`src/rtl/cache_link_queues.sv`:
```
module cache_link_queues #(
  parameter int DW = 32,
  parameter int REQ_MAX = 4,
  parameter int RSP_SLACK = 0,
  localparam int RSP_DEPTH = REQ_MAX + RSP_SLACK,
  localparam int PW = (RSP_DEPTH > 1) ? $clog2(RSP_DEPTH) : 1,
  localparam int CW = $clog2(RSP_DEPTH + 1)
) (
  input  logic          clk,
  input  logic          rst_n,
  input  logic          up_req_valid,
  input  logic [DW-1:0] up_req_data,
  output logic          up_req_nack,
  input  logic          up_rsp_valid,
  input  logic [DW-1:0] up_rsp_data,
  output logic          up_rsp_ready,
  output logic          lo_req_out_valid,
  output logic [DW-1:0] lo_req_out_data,
  input  logic          lo_req_out_ready,
  output logic          lo_rsp_out_valid,
  output logic [DW-1:0] lo_rsp_out_data,
  input  logic          lo_rsp_out_ready,
  input  logic          lo_req_valid,
  input  logic [DW-1:0] lo_req_data,
  output logic          lo_req_nack,
  input  logic          lo_rsp_valid,
  input  logic [DW-1:0] lo_rsp_data,
  output logic          lo_rsp_ready,
  output logic          up_req_out_valid,
  output logic [DW-1:0] up_req_out_data,
  input  logic          up_req_out_ready,
  output logic          up_rsp_out_valid,
  output logic [DW-1:0] up_rsp_out_data,
  input  logic          up_rsp_out_ready,
  output logic [4*CW-1:0] q_count,
  output logic [3:0]    q_full,
  output logic [3:0]    q_empty
);

  logic [3:0]    in_v, room, out_v, out_r;
  logic [DW-1:0] in_d  [4];
  logic [DW-1:0] out_d [4];

  assign in_v  = {lo_rsp_valid, lo_req_valid, up_rsp_valid, up_req_valid};
  assign out_r = {up_rsp_out_ready, up_req_out_ready, lo_rsp_out_ready, lo_req_out_ready};
  assign in_d[0] = up_req_data;
  assign in_d[1] = up_rsp_data;
  assign in_d[2] = lo_req_data;
  assign in_d[3] = lo_rsp_data;

  assign up_req_nack  = up_req_valid && !room[0];
  assign up_rsp_ready = room[1];
  assign lo_req_nack  = lo_req_valid && !room[2];
  assign lo_rsp_ready = room[3];

  assign lo_req_out_valid = out_v[0];
  assign lo_req_out_data  = out_d[0];
  assign lo_rsp_out_valid = out_v[1];
  assign lo_rsp_out_data  = out_d[1];
  assign up_req_out_valid = out_v[2];
  assign up_req_out_data  = out_d[2];
  assign up_rsp_out_valid = out_v[3];
  assign up_rsp_out_data  = out_d[3];

  for (genvar q = 0; q < 4; q++) begin : g_q
    localparam int D = (q % 2 == 0) ? REQ_MAX : RSP_DEPTH;
    logic [DW-1:0] mem [2**PW];
    logic [PW-1:0] wr, rd;
    logic [CW-1:0] n;
    logic          push, pop;

    assign room[q] = n < CW'(D);
    assign push    = in_v[q] && room[q];
    assign pop     = (n != '0) && out_r[q];

    always_ff @(posedge clk or negedge rst_n) begin
      if (!rst_n) begin
        wr <= '0;
        rd <= '0;
        n  <= '0;
      end else begin
        if (push) wr <= (wr == PW'(D - 1)) ? '0 : wr + 1'b1;
        if (pop)  rd <= (rd == PW'(D - 1)) ? '0 : rd + 1'b1;
        n <= n + CW'(push) - CW'(pop);
      end
    end

    always_ff @(posedge clk) begin
      if (push) mem[wr] <= in_d[q];
    end

    assign out_v[q] = (n != '0);
    assign out_d[q] = mem[rd];
    assign q_count[q*CW +: CW] = n;
    assign q_full[q]  = !room[q];
    assign q_empty[q] = (n == '0);
  end

endmodule


```
`config.mk`:
```
export PLATFORM = sky130hd
export DESIGN_NAME = cache_link_queues
export DESIGN_NICKNAME = d
export VERILOG_FILES = /design/src/rtl/cache_link_queues.sv
export SDC_FILE = /design/constraint.sdc
export NUM_CORES = 1
export LEC_CHECK = 0
export BUFFER_PORTS_ARGS = -buffer_cell sky130_fd_sc_hd__buf_4
export CELL_PAD_IN_SITES_DETAIL_PLACEMENT = 1
export CELL_PAD_IN_SITES_GLOBAL_PLACEMENT = 1
export CORE_UTILIZATION = 45
export CTS_BUF_LIST = sky130_fd_sc_hd__clkbuf_8
export CTS_CLUSTER_DIAMETER = 80
export DETAILED_ROUTE_END_ITERATION = 8
export PLACE_DENSITY = 0.83
export SYNTH_ARGS = -nofsm -noshare
export SYNTH_HDL_FRONTEND = slang
export SYNTH_SLANG_ARGS = --single-unit
```
`constraint.sdc`:
```
create_clock -name clk -period 2.7 [get_ports clk]
set_clock_uncertainty 0.1 [all_clocks]
set_input_delay 0.135 -clock clk [delete_from_list [all_inputs] [get_ports clk]]
set_output_delay 0.135 -clock clk [all_outputs]
set_load 0.02 [all_outputs]
```
==> metrics.cfg <==
[run_status]
status = finished clean

[hold_path]
whs_endpoint = g_q[2].mem[2][1]$_DFFE_PP_
min_from = lo_req_data[1]
whs_path_depth = 2
hold_path_class = input port to register

[timing]
worst_pin_slew_ps = 625
rsz0062_at_grt = false
hold_viol = 0
slew-limit-headroom_pct = 58.3
slew_viol_final = 0
fin_setup_tns_ps = 0
max_freq_ghz = 0.398
whs_ps = 124
setup_violations = 0
finalCriticalPeriod_ps = 2510
final.period_utilization_pct = 93.1

[synth]
syn_avg_cell_area_um2 = 24.6
netlist_area_um2 = 20400
seq_area_frac_synth_pct = 78.6
yosysWarnings = 0
postSynthCellCount = 832
synth.most_common_cell = edfxtp_1
ys_seq_elements = 540
syn_nets = 1002
synth.distinct_cells = 21
ys.flop_type = edfxtp_1
synth_commonest_cells = 512 x edfxtp_1, 112 x mux4_2, 34 x inv_1, 28 x dfrtp_1, 28 x ha_1
synth_top_area_cell = edfxtp_1
netlist_top_cells_area = edfxtp_1 75%, mux4_2 12%, dfrtp_1 3.4%, mux4_1 2.1%, ha_1 1.7%
synth_top_area_share_pct = 75.2
synthArstFlopShare_pct = 5.19
synth_edf_count = 512

[placed_design]
routabilityCongestion = 0.733
io_buffers = 293
hpwl_um = 28800

[floorplanning]
die-area_um2 = 46300
initial_core_util_pct = 45.9
coreArea_um2 = 44500
pin_count = 294
die_y_um = 215
die_x_um = 215
rows = 77

[setup_path]
max_stage_delay_ps = 740
worstSetupEndpointType = output port
crit_type = register to output port
worstPathCellList = buf_4 -> mux4_2 -> buf_4
critical-path-top-delay-family = flip-flops
cp_max_fo = 14
cp_common_cell = buf_4
startpoint_type = register
reg2regPathDepth = 9
arrival_ps = 2280
cp_slowest_cell = dfrtp_1
reg2reg_from = g_q[2].n[1]$_DFF_PN0_
r2r-end = g_q[2].n[2]$_DFF_PN0_
reg2reg_slack_ps = 260
required_ps = 2470
critPathBufInv = 2

[global_route]
antenna_found_initial = 0
grtUsageTotal_pct = 21.7
grt_pass1_vias = 11900
grt_max_degree = 36
grt_overflow = 0
grt_pass1_wl_um = 73900

[routing]
drc = 0
drt_wl_total_um = 49700
vias_per_cell = 5.18
drtPass1Iterations = 4
via_count = 10500
wire_per_inst_um = 24.6
postRouteAntennaNets = 0
drt_iter0_markers = 576

[cts]
cts_buffer_depth = 3
root_buffer = clkbuf_8
clkSlewWorstSetupHoldPaths_ps = 60
htreeDepth = 3
numClockSinks = 540
cts_tree = done
numCtsBuffers = 86
insertion_delay_ps = 660

[final_layout]
drive_gt1_share_pct = 40.3
nets = 1529
fillers = 3858
synthToLayoutAreaGrowth_pct = 29.0
final_core_util_pct = 59.3

[run]
cap_violations = 0

[pwr]
ir_drop_uv = 680
p_per_area_nw_per_um2 = 1060
leakagePower_uw = 0.00963

## per-stage QoR
step / instance area (µm²) / std cells / worst slack, ps / total power, µW
2_1_floorplan: 20400 / 832 / 392 / 17600
3_3_place_gp: 23400 / 1723 / 417 / 20900
3_5_place_dp: 23400 / 1723 / 142 / 21300
4_1_cts: 26300 / 2017 / 44.9 / 27900
5_1_grt: 26400 / 2018 / 37.3 / 29000
6_report: 26400 / 2019 / 187 / 27900
## final cells by class
cell class / count / area [µm²] / share of cell area [%]
Sequential cell: 540 / 16100 / 61.0
Timing Repair Buffer: 475 / 4010 / 15.2
Multi-Input combinational cell: 222 / 3860 / 14.6
Clock buffer: 95 / 1310 / 4.96
Tap cell: 592 / 741 / 2.81
Clock inverter: 60 / 243 / 0.920
Inverter: 34 / 128 / 0.484
Antenna cell: 1 / 2.50 / 0.00949
## flip-flops by register name (all words and copies together) (netlist names)
register / cells
g_q.mem: 512
g_q.n: 12
g_q.rd: 8
g_q.wr: 8
## timing repair
action	in CTS	in global routing
setup buffers	0	1
endpoints found under the hold margin	561	0
pin swaps	0	0
cloned	0	0
endpoints found under the setup margin	17	2
hold buffers	139	0
gates resized for setup	1	1
## cells by family (layout without fill, tap and decap cells)
family	count (synthesis)	in the layout	synth area share, %
XOR/XNOR	8	8	0.343
multiplexers	144	144	15.3
AO/OA/AOI/OAI	4	4	0.196
adder cells (fa/ha/maj)	32	32	2.10
AND/OR/NAND/NOR	34	34	0.942
buffers and inverters	70	664	2.53
flip-flops	540	540	78.6
other	0	1	0
## per-layer routing
metal	part of all wire (%)	track usage, %
met1	37	24.8
met2	54	38.9
met3	5.7	5.12
met4	3.0	9.01
met5	0	0
## how the worst max path moves through the flow
stage	slack, ps	cells after the start	to	from
floorplan	390	9	g_q[2].n[2]$_DFF_PN0_	g_q[2].n[1]$_DFF_PN0_
global placement	420	8	g_q[0].n[2]$_DFF_PN0_	g_q[0].n[2]$_DFF_PN0_
detailed placement	140	8	g_q[0].n[2]$_DFF_PN0_	g_q[0].n[2]$_DFF_PN0_
CTS	40	3	lo_rsp_out_data[1]	g_q[1].rd[0]$_DFFE_PN0P_
global route	40	3	up_rsp_out_data[1]	g_q[3].rd[0]$_DFFE_PN0P_
finish	190	3	lo_rsp_out_data[17]	g_q[1].rd[1]$_DFFE_PN0P_
## power breakdown
part           internal (µW)  switching (µW)
sequential             10600             700
clock                   3210            3260
combinational           4630            5470
total                  18500            9430
## layout by cell type (no fill, tap or decap)
master and n:
ha_1 28, mux2_2 16, clkinvlp_4 2, clkinv_1 11, fa_1 4, and2_1 18, diode_2 1, dfrtp_1 24
inv_6 1, inv_1 76, nor2b_1 4, dlygate4sd3_1 138, mux4_1 16, dfrtp_2 3, dfrtp_4 1, edfxtp_1 512
buf_12 8, mux4_2 112, o31ai_2 3, or3_1 4, clkbuf_8 95, buf_4 329, clkinv_2 4, nor2_1 8
xnor2_1 7, xor2_1 1, o31ai_1 1
## worst reg2reg max path, stage by stage (launching register included)
cell	delay (ps)
dfrtp_1	460
o31ai_1	410
inv_1	100
ha_1	280
inv_1	50
ha_1	130
inv_1	50
fa_1	410
xnor2_1	230
xnor2_1	150
Power figures use the tool's default switching activity.
